<file path="src/rtl/rcirq_pkg.sv">
package rcirq_pkg;
    localparam int NUM_SRC    = 3;
    localparam int SRC_HEC    = 0;
    localparam int SRC_OAM    = 1;
    localparam int SRC_LCD    = 2;
    localparam int NUM_PEER   = 6;
    localparam int DATA_W     = 8;
    localparam int RXCP_BIT   = 5;
    localparam int ONESEC_BIT = 0;

    typedef logic [NUM_SRC-1:0]  src_vec_t;
    typedef logic [NUM_PEER-1:0] peer_vec_t;
    typedef logic [DATA_W-1:0]   byte_t;
endpackage

</file>
<file path="src/rtl/rcirq_sticky.sv">
module rcirq_sticky #(
    parameter int W = 1
) (
    input  logic         clk,
    input  logic         rst_n,
    input  logic [W-1:0] set_i,
    input  logic         clr_i,
    output logic [W-1:0] q_o
);
    typedef struct packed {
        logic [W-1:0] bits;
    } sticky_t;

    sticky_t st_d, st_q;

    always_comb begin
        st_d = st_q;
        if (clr_i) st_d.bits = '0;
        // a set in the clearing cycle wins
        st_d.bits = st_d.bits | set_i;
    end

    always_ff @(posedge clk) begin
        if (!rst_n) st_q <= '0;
        else        st_q <= st_d;
    end

    assign q_o = st_q.bits;
endmodule

</file>
<file path="src/rtl/rcirq_summary.sv">
module rcirq_summary
    import rcirq_pkg::*;
(
    input  src_vec_t  detail_i,
    input  src_vec_t  enable_i,
    input  peer_vec_t peer_i,
    input  logic      onesec_i,
    output byte_t     summary_o,
    output logic      irq_o
);
    logic rxcp_pend;

    always_comb begin
        rxcp_pend = |(detail_i & enable_i);
        summary_o = '0;
        summary_o[7]          = peer_i[5];
        summary_o[6]          = peer_i[4];
        summary_o[RXCP_BIT]   = rxcp_pend;
        summary_o[4:1]        = peer_i[3:0];
        summary_o[ONESEC_BIT] = onesec_i;
        irq_o = |summary_o;
    end
endmodule

</file>
<file path="src/rtl/rcirq_regif.sv">
module rcirq_regif
    import rcirq_pkg::*;
#(
    parameter int              ADDR_W   = 8,
    parameter logic [ADDR_W-1:0] SUM_ADDR = 8'h05,
    parameter logic [ADDR_W-1:0] DET_ADDR = 8'h4F,
    parameter logic [ADDR_W-1:0] EN_ADDR  = 8'h4E
) (
    input  logic              clk,
    input  logic              rst_n,
    input  logic [ADDR_W-1:0] addr_i,
    input  logic              rd_i,
    input  logic              wr_i,
    input  byte_t             wdata_i,
    input  src_vec_t          detail_i,
    input  byte_t             summary_i,
    output src_vec_t          enable_o,
    output logic              clr_detail_o,
    output logic              clr_onesec_o,
    output byte_t             rdata_o
);
    typedef struct packed {
        src_vec_t en;
        byte_t    rdata;
    } regif_t;

    regif_t st_d, st_q;
    byte_t  det_ext, en_ext;

    always_comb begin
        st_d         = st_q;
        clr_detail_o = 1'b0;
        clr_onesec_o = 1'b0;
        det_ext      = '0;
        det_ext[NUM_SRC-1:0] = detail_i;
        en_ext       = '0;
        en_ext[NUM_SRC-1:0]  = st_q.en;

        if (wr_i && addr_i == EN_ADDR) st_d.en = wdata_i[NUM_SRC-1:0];

        if (rd_i) begin
            if (addr_i == SUM_ADDR) begin
                st_d.rdata   = summary_i;
                clr_onesec_o = 1'b1;
            end else if (addr_i == DET_ADDR) begin
                st_d.rdata   = det_ext;
                clr_detail_o = 1'b1;
            end else if (addr_i == EN_ADDR) begin
                st_d.rdata   = en_ext;
            end else begin
                st_d.rdata   = '0;
            end
        end
    end

    always_ff @(posedge clk) begin
        if (!rst_n) st_q <= '0;
        else        st_q <= st_d;
    end

    assign enable_o = st_q.en;
    assign rdata_o  = st_q.rdata;
endmodule

</file>
<file path="src/rtl/rx_cell_irq_ctrl.sv">
module rx_cell_irq_ctrl
    import rcirq_pkg::*;
#(
    parameter int              ADDR_W   = 8,
    parameter logic [ADDR_W-1:0] SUM_ADDR = 8'h05,
    parameter logic [ADDR_W-1:0] DET_ADDR = 8'h4F,
    parameter logic [ADDR_W-1:0] EN_ADDR  = 8'h4E
) (
    input  logic              clk,
    input  logic              rst_n,
    input  logic              hec_err_pulse,
    input  logic              oam_cell_pulse,
    input  logic              lcd_loss_pulse,
    input  logic [5:0]        peer_irq,
    input  logic              one_sec_tick,
    input  logic [ADDR_W-1:0] reg_addr,
    input  logic              reg_rd,
    input  logic              reg_wr,
    input  logic [7:0]        reg_wdata,
    output logic [7:0]        reg_rdata,
    output logic              irq
);
    src_vec_t events, detail_q, enable_q;
    logic     onesec_q, clr_detail, clr_onesec;
    byte_t    summary;

    always_comb begin
        events          = '0;
        events[SRC_HEC] = hec_err_pulse;
        events[SRC_OAM] = oam_cell_pulse;
        events[SRC_LCD] = lcd_loss_pulse;
    end

    rcirq_sticky #(.W(NUM_SRC)) u_detail (
        .clk(clk), .rst_n(rst_n), .set_i(events),
        .clr_i(clr_detail), .q_o(detail_q)
    );

    rcirq_sticky #(.W(1)) u_onesec (
        .clk(clk), .rst_n(rst_n), .set_i(one_sec_tick),
        .clr_i(clr_onesec), .q_o(onesec_q)
    );

    rcirq_summary u_summary (
        .detail_i(detail_q), .enable_i(enable_q), .peer_i(peer_irq),
        .onesec_i(onesec_q), .summary_o(summary), .irq_o(irq)
    );

    rcirq_regif #(
        .ADDR_W(ADDR_W), .SUM_ADDR(SUM_ADDR),
        .DET_ADDR(DET_ADDR), .EN_ADDR(EN_ADDR)
    ) u_regif (
        .clk(clk), .rst_n(rst_n), .addr_i(reg_addr), .rd_i(reg_rd),
        .wr_i(reg_wr), .wdata_i(reg_wdata), .detail_i(detail_q),
        .summary_i(summary), .enable_o(enable_q),
        .clr_detail_o(clr_detail), .clr_onesec_o(clr_onesec),
        .rdata_o(reg_rdata)
    );
endmodule

</file>
<file path="config.mk">
export PLATFORM = sky130hd
export DESIGN_NAME = rx_cell_irq_ctrl
export DESIGN_NICKNAME = d
export VERILOG_FILES = /design/src/rtl/rcirq_pkg.sv /design/src/rtl/rcirq_sticky.sv /design/src/rtl/rcirq_summary.sv /design/src/rtl/rcirq_regif.sv /design/src/rtl/rx_cell_irq_ctrl.sv
export SDC_FILE = /design/constraint.sdc
export NUM_CORES = 1
export LEC_CHECK = 0
export ABC_AREA = 0
export CAP_MARGIN = 20
export CORE_MARGIN = 8
export CORE_UTILIZATION = 43
export CTS_BUF_LIST = sky130_fd_sc_hd__clkbuf_4
export DETAILED_ROUTE_END_ITERATION = 8
export GPL_TIMING_DRIVEN = 1
export HOLD_SLACK_MARGIN = 0.02
export MAX_ROUTING_LAYER = met4
export PLACE_DENSITY_LB_ADDON = 0.05
export SYNTH_ARGS = -nofsm -noshare
export SYNTH_HDL_FRONTEND = slang
export SYNTH_SLANG_ARGS = --single-unit
export TNS_END_PERCENT = 5
</file>
<file path="constraint.sdc">
create_clock -name clk -period 2.6 [get_ports clk]
set_input_delay 0.26 -clock clk [delete_from_list [all_inputs] [get_ports clk]]
set_output_delay 0.26 -clock clk [all_outputs]
set_load 0.1 [all_outputs]
</file>
Word level (Yosys, flattened, before mapping) --
Index checks and enable logic that the tools add are counted.
Storage, ports and cells: register bits after elaboration 15, input port bits 30, output and inout port bits 9
Operators by class: equal/unequal tests 3, muxes and demuxes 10, bitwise logic cells 3, reduce and logical (&&, ||, !) cells 3
Operator list (number):
- 8-bit by 7-bit == test with 1-bit output, second input constant | 2
- 8-bit two-way mux | 2
- 10-bit OR reduction | 1
- 8-bit by 3-bit == test with 1-bit output, second input constant | 1
- 1-bit two-way mux | 6
- 3-bit two-way mux | 2
- 3-bit bitwise AND | 1
- 3-bit bitwise OR | 1
- 3-bit OR reduction | 1
- 1-bit logical AND | 1
- 1-bit bitwise OR | 1

Longest topological paths before layout --
Gate-level depths: netlist of run 1.
word-level depth 6, depth in mapped cells 5, depth with buffers taken out 3

Hierarchy --
A second synthesis of run 1 with hierarchy kept.
Second synthesis, totals: cell total of the unflattened synthesis 85, area, all modules 759.5 sq um
By module, submodules not included:
- rcirq_regif | instances 1, cells each 60, area each 526.8 sq um, seq. area each 220.2 sq um
- rcirq_sticky (u_detail) | instances 1, cells each 9, area each 101.3 sq um, seq. area each 60.1 sq um
- rcirq_summary | instances 1, cells each 13, area each 90.1 sq um, seq. area each 0.0 sq um
- rcirq_sticky (u_onesec) | instances 1, cells each 3, area each 41.3 sq um, seq. area each 20.0 sq um

Worst setup path before layout of run 1 --
Ideal clock, no wire load.
path type register to output, start point reg u_detail.st_q, in the netlist u_detail.q_o[0], end point out irq, arrival time 1445 ps, required time 2340 ps, path slack 895 ps, stages on the path, launching flop included 3, path through dfxtp_1 -> a222oi_1 -> nand3_1
Between the ends: longest elaborated chain between the ends 2
Ends and longest elaborated chain:
- start, declared | RTL line rcirq_sticky.sv:14 | sticky_t st_d, st_q;
- start signal, assigned | RTL line rcirq_sticky.sv:25 | else st_q <= st_d;
- 3-bit bitwise AND | RTL line rcirq_summary.sv:14 | rxcp_pend = |(detail_i & enable_i);
- 10-bit OR reduction | RTL line rcirq_summary.sv:21 | irq_o = |summary_o;
- end, declared | RTL line rx_cell_irq_ctrl.sv:21 | output logic irq
No other way between the ends.

Final worst setup path of run 1 --
start point in reg_addr[7], end point reg u_regif.st_q, in the netlist u_regif.rdata_o[5]
Between the ends: longest elaborated chain between the ends 2
Ends and longest elaborated chain:
- start, declared | RTL line rx_cell_irq_ctrl.sv:16 | input logic [ADDR_W-1:0] reg_addr,
- 8-bit by 3-bit == test with 1-bit output | RTL line rcirq_regif.sv:42 | if (addr_i == SUM_ADDR) begin
- 8-bit two-way mux | RTL line rcirq_regif.sv:42
- end signal, assigned | RTL line rcirq_regif.sv:58 | else st_q <= st_d;
- end, declared | RTL line rcirq_regif.sv:27 | regif_t st_d, st_q;
No other way between the ends. A chain may end at the register's enable or synchronous reset.

==> results of run 1 <==
[cell families after synthesis]
| logic type | after synthesis | share of synthesized area, % |
|---|---|---|
| and+or+nand+nor | 33 | 28.32 |
| AOI/OAI and AO/OA | 29 | 25.86 |
| buffers and inverters | 13 | 6.546 |
| DFF | 15 | 39.28 |
[path summary, 6_finish.rpt]
| check | slack (ns) | from | cells after the start | endpoint |
|---|---|---|---|---|
| max | 0.66 | reg_addr[7] | 4 | u_regif.rdata_o[5] |
| min | 0.47 | u_regif.rdata_o[5] | 2 | u_regif.rdata_o[5] |
| max reg2reg | 1.37 | u_detail.q_o[0] | 3 | u_regif.rdata_o[5] |
| min reg2reg | 0.47 | u_regif.rdata_o[5] | 2 | u_regif.rdata_o[5] |
[report_power, final]
part	switching (mW)	internal (mW)	leakage, nW
sequential	0.00390	0.234	0.122
combinational	0.0341	0.0436	0.247
clock	0.0741	0.0700	0.0184
total	0.112	0.348	0.387
[routing by layer]
metal / wire length (um) / share of wire, % / vias up
met4: 10 / 0.46 / 0
met3: 128 / 5.9 / 2
li1: - / - / 427
met5: 0 / 0 / -
met1: 995 / 46 / 384
met2: 1043 / 48 / 29
[cell usage in the layout, fill, tap and decap left out, types with 4 or more instances in the layout]
cell	instances
buf_4	11
clkbuf_4	4
nand2b_1	8
inv_1	6
a21oi_1	12
dfxtp_1	15
nand4_1	13
o31ai_1	4
o41ai_1	6
clkdlybuf4s50_1	24
[critical path, stage by stage]
cell	delay, ns
clkdlybuf4s50_1	0.44
or4b_1	0.76
or4_1	0.57
a21oi_1	0.12
[stage by stage]
step / instances / power (mW)
after floorplan: 90 / 0.2701
after global placement: 143 / 0.3196
after detailed placement: 143 / 0.3205
after CTS: 147 / 0.4654
after global routing: 147 / 0.4836
final: 147 / 0.4600
[area by class of cell]
type / instances / area, um2 / share of cell area (%)
tap: 25 / 31.28 / 2.790
clock buffer: 4 / 30.03 / 2.679
inverter: 6 / 22.52 / 2.009
multi-input combinational: 62 / 414.1 / 36.94
timing repair buffer: 35 / 322.8 / 28.79
sequential: 15 / 300.3 / 26.79
[flip-flops by register name, summed over array words and instances (netlist names)]
name / cells
u_onesec.q_o: 1
u_regif.enable_o: 3
u_regif.rdata_o: 8
u_detail.q_o: 3
==> flow_summary_export.csv, run 1 <==
group,metric,value,unit
status,status,"finished clean",
synthesis,synth_area_leaders,"dfxtp_1 39%, nand4_1 11%, a21oi_1 7.9%, o41ai_1 6.9%, nand2b_1 6.5%",
critical_path,start_kind,"input pin",
drt,drt_iter0_drc,26,
floorplanning,die_h,58.17,um
sta,hold_violations,0,
critical_path,cp-end-kind,"flip-flop",
synthesis,synth-seq-cells,15,
placement,portBuffers,33,
clock_tree,cts-htree-levels,1,
placement,globalplace.congestion,0.9119,
floorplanning,rows,15,
floorplanning,die_x,58.17,um
placement,pre_cts_slack,0.3768,ns
global_route,top_usage_layer,"met2",
clock_tree,cts.clk_slew.worst_paths,0.09,ns
layout,fin_area,1121,um2
global_route,first_global_vias,835,
sta,finalCritPeriodShare,74.50,%
global_route,overflow,0,
layout,n_antenna_cell,0,
sta,slew_violations,0,
drt,first_pass_iters,4,
synthesis,synth.distinct_cells,23,
drt,viasPerCell,5.728,
sta,setup_violations,0,
global_route,use_met2,22.13,%
critical_path,worstPathRequired,2.82,ns
drt,antenna_left,0,
floorplanning,dieArea,3383,um2
worst_hold_path,hold_path_class,"flip-flop to flip-flop",
sta,hold_ws,0.4741,ns
synthesis,synth_area,764.5,um2
placement,place_area,1091,um2
layout,drive_gt1_share,13.11,%
sta,fin_skew,0.002165,ns
sta,fin_setup_tns,0,ns
floorplanning,core,1708,um2
clock_tree,cts_sinks,15,
pwr,power.leakage,0.3873,nW
global_route,grt_use_total,13.98,%
drt,via_count,842,
global_route,grt_antenna_before_repair,0,
critical_path,crit_type,"input pin to flip-flop",
clock_tree,numCtsBuffers,3,
clock_tree,holdBufCountCts,0,
critical_path,path_max_fanout,14,
drt,wl_per_cell,14.81,um
synthesis,synth.most_common_cell,"dfxtp_1",
drt,routed_wirelength,2177,um
sta,worst_pin_slew,0.4464,ns
job,cap_violations,0,
pwr,power_density,410.3,nW/um2
sta,fin_crit,1.937,ns
synthesis,syn_avg_cell_area,8.494,um2
synthesis,seq_area_frac_synth,39.28,%
synthesis,async_flop_share,0,%
clock_tree,post_cts_buffers,0,
synthesis,synth_edf_count,0,
sta,slew_headroom,70.01,%
synthesis,synthTopCellsByCount,"15 x dfxtp_1, 13 x nand4_1, 12 x a21oi_1",
clock_tree,cts_max_path_buffers,2,
clock_tree,clk_latency,0.28,ns
synthesis,synthCells,90,
floorplanning,top_level_ports,39,
synthesis,synth_flop_cell,"dfxtp_1",
sta,rsz0062_at_grt,"false",
sta,fmaxAchievable,0.5162,GHz
layout,nNetsFinal,153,
clock_tree,cts_resized,0,
sta,setup_ws,0.6629,ns
placement,dpl.hpwl,1676,um
global_route,grt_util_met1,15.89,%
floorplanning,initial_core_util,44.76,%
synthesis,syn_nets,120,
layout,fillerInstances,151,
pwr,peakVddDrop,0.2862,mV
global_route,grt.met3_usage,3.974,%
layout,syn_to_final_growth,46.65,%
synthesis,synth_top_area_cell,"dfxtp_1",
clock_tree,cts-root-buf,"clkbuf_4",
synthesis,yosysTopAreaCellShare,39.28,%
synthesis,synth_warnings,0,
layout,fin_util,65.64,%
global_route,grt_max_degree,15,
global_route,grt_pass1_wl,3650,um
clock_tree,cts_tree,"yes",
critical_path,crit_arrival,2.15,ns
drt,drc_errors,0,
Power figures use the tool's default switching activity.
==> run 2: changes to the inputs <==
CORE_ASPECT_RATIO = 0.7   (was not set)
CORE_UTILIZATION = 36   (was 43)
clock period = 1.74 ns   (was 2.6 ns; I/O delays follow)
==> flow_summary_export.csv, run 2 (synthesis gave the netlist of run 1 again) <==
group,metric,value,unit
status,status,"finished clean",
job,cap_violations,0,
critical_path,worstPathRequired,1.91,ns
placement,pre_cts_slack,-0.1957,ns
floorplanning,die_h,54.56,um
critical_path,r2r_start,"u_regif.enable_o[0]",
drt,first_pass_iters,6,
layout,layout_commonest_cell,"clkdlybuf4s50_1",
pwr,internal_power,531.7,uW
clock_tree,numCtsBuffers,3,
clock_tree,cts_max_path_buffers,2,
floorplanning,rows,14,
global_route,grt_antenna_before_repair,0,
critical_path,start_kind,"input pin",
clock_tree,cts-root-buf,"clkbuf_4",
sta,worst_pin_slew,0.4802,ns
critical_path,crit_family,"buffers and inverters",
sta,fin_crit,1.665,ns
floorplanning,initial_core_util,36.67,%
pwr,sequentialPowerShare,50.4,%
floorplanning,top_level_ports,39,
global_route,overflow,0,
drt,drc_errors,0,
pwr,power_density,581.3,nW/um2
clock_tree,cts-htree-levels,1,
sta,slew_headroom,67.74,%
critical_path,crit_arrival,1.83,ns
sta,finalCritPeriodShare,95.67,%
clock_tree,cts_resized,0,
drt,via_count,877,
global_route,grt_util_met1,15.06,%
layout,final_cell_mix,"24 x clkdlybuf4s50_1, 19 x buf_4, 15 x dfxtp_1, 13 x nand4_1, 12 x a21oi_1",
layout,nNetsFinal,162,
critical_path,r2r_cells,3,
placement,dpl.hpwl,1863,um
pwr,pwr-share-comb,18.9,%
clock_tree,post_cts_buffers,0,
pwr,switching_share,24.71,%
critical_path,path_cells,"clkdlybuf4s50_1 > or4b_1 > buf_4 > o41ai_1 > a31oi_1",
global_route,grt_pass1_wl,3691,um
global_route,grt_max_degree,13,
critical_path,cp_slowest_cell,"or4b_1",
floorplanning,die_x,71.08,um
critical_path,critPathBufInv,2,
sta,slew_violations,0,
worst_hold_path,hold_path_class,"input pin to flip-flop",
drt,wl_per_cell,15.30,um
global_route,use_met2,19.45,%
drt,routed_wirelength,2372,um
pwr,power.leakage,0.4383,nW
critical_path,path_max_fanout,4,
layout,n_antenna_cell,0,
sta,fin_skew,0.007025,ns
critical_path,crit_type,"input pin to flip-flop",
critical_path,crit_cells,5,
critical_path,cp-end-kind,"flip-flop",
sta,setup_ws,0.07528,ns
layout,syn_to_final_growth,58.92,%
drt,antenna_left,0,
clock_tree,holdBufCountCts,0,
clock_tree,clk_latency,0.28,ns
pwr,clockPowerShare,30.7,%
pwr,p_switching,174.5,uW
layout,largest_reg_flops,8,
clock_tree,cts_sinks,15,
sta,fmaxAchievable,0.6007,GHz
critical_path,critical_path.endpoint,"u_regif.rdata_o[1]",
layout,drive_gt1_share,20.61,%
pwr,peakVddDrop,0.3257,mV
layout,fin_util,58.28,%
sta,setup_violations,0,
drt,viasPerCell,5.658,
clock_tree,cts_tree,"yes",
global_route,first_global_vias,823,
global_route,grt.met3_usage,4.936,%
critical_path,r2r_slack,0.46,ns
global_route,grt_use_total,12.54,%
critical_path,worst_r2r_endpoint,"u_regif.rdata_o[5]",
placement,portBuffers,33,
clock_tree,cts.clk_slew.worst_paths,0.09,ns
sta,rsz0062_at_grt,"false",
global_route,top_usage_layer,"met2",
floorplanning,core,2085,um2
placement,globalplace.congestion,0.8576,
floorplanning,dieArea,3878,um2
critical_path,startpoint,"reg_addr[7]",
critical_path,cpPeakStageDelay,0.60,ns
sta,hold_violations,0,
drt,drt_iter0_drc,23,
## run 2: how the worst min path moves through the flow
stage	depth (start not counted)	to	start
3_3_place_gp	2	u_regif.rdata_o[3]	u_regif.rdata_o[3]
3_5_place_dp	2	u_regif.rdata_o[7]	u_regif.rdata_o[7]
4_1_cts	3	u_detail.q_o[1]	oam_cell_pulse
2_1_floorplan	2	u_regif.rdata_o[0]	rst_n
6_report	3	u_detail.q_o[1]	oam_cell_pulse
5_1_grt	3	u_onesec.q_o	one_sec_tick
## run 2: tightest hold or removal path, stage by stage
cell	delay, ns
clkdlybuf4s50_1	0.39
inv_1	0.05
a21oi_1	0.05
## run 2: per-layer routing
metal	routed length, um	up-vias
met4	8	0
met3	142	2
met1	1180	403
met2	1041	32
met5	0	-
li1	-	440
## run 2: power groups by stage
stage,logic [mW],clock network [mW],registers [mW]
floorplan,0.0403,0,0.363
global placement,0.128,0,0.364
detailed placement,0.129,0,0.364
CTS,0.131,0.219,0.356
global route,0.143,0.241,0.356
finish,0.133,0.217,0.356
## run 2: per-stage QoR
| step | hold slack (ns) | TNS [ns] | power (mW) | instances | area [um2] |
|---|---|---|---|---|---|
| after floorplan | 0.2969 | 0 | 0.4035 | 90 | 764.5 |
| after global placement | 0.4610 | -1.608 | 0.4923 | 151 | 1170 |
| after detailed placement | 0.4648 | -1.635 | 0.4929 | 151 | 1170 |
| after CTS | 0.4217 | 0 | 0.7054 | 155 | 1200 |
| after global routing | 0.4259 | 0 | 0.7402 | 155 | 1215 |
| final | 0.4204 | 0 | 0.7062 | 155 | 1215 |
## run 2: layout make-up
| class | count | area, um2 |
|---|---|---|
| sequential | 15 | 300.3 |
| clock buffer | 4 | 30.03 |
| timing repair buffer | 44 | 402.9 |
| inverter | 6 | 22.52 |
| tap | 24 | 30.03 |
| multi-input combinational | 62 | 429.2 |
| fill | 202 | 869.6 |
==> run 3: changes to the inputs <==
TNS_END_PERCENT = 10   (was 5)
==> results of run 3 <==
No change in the layout: final DEF, timing and power equal those of run 2.
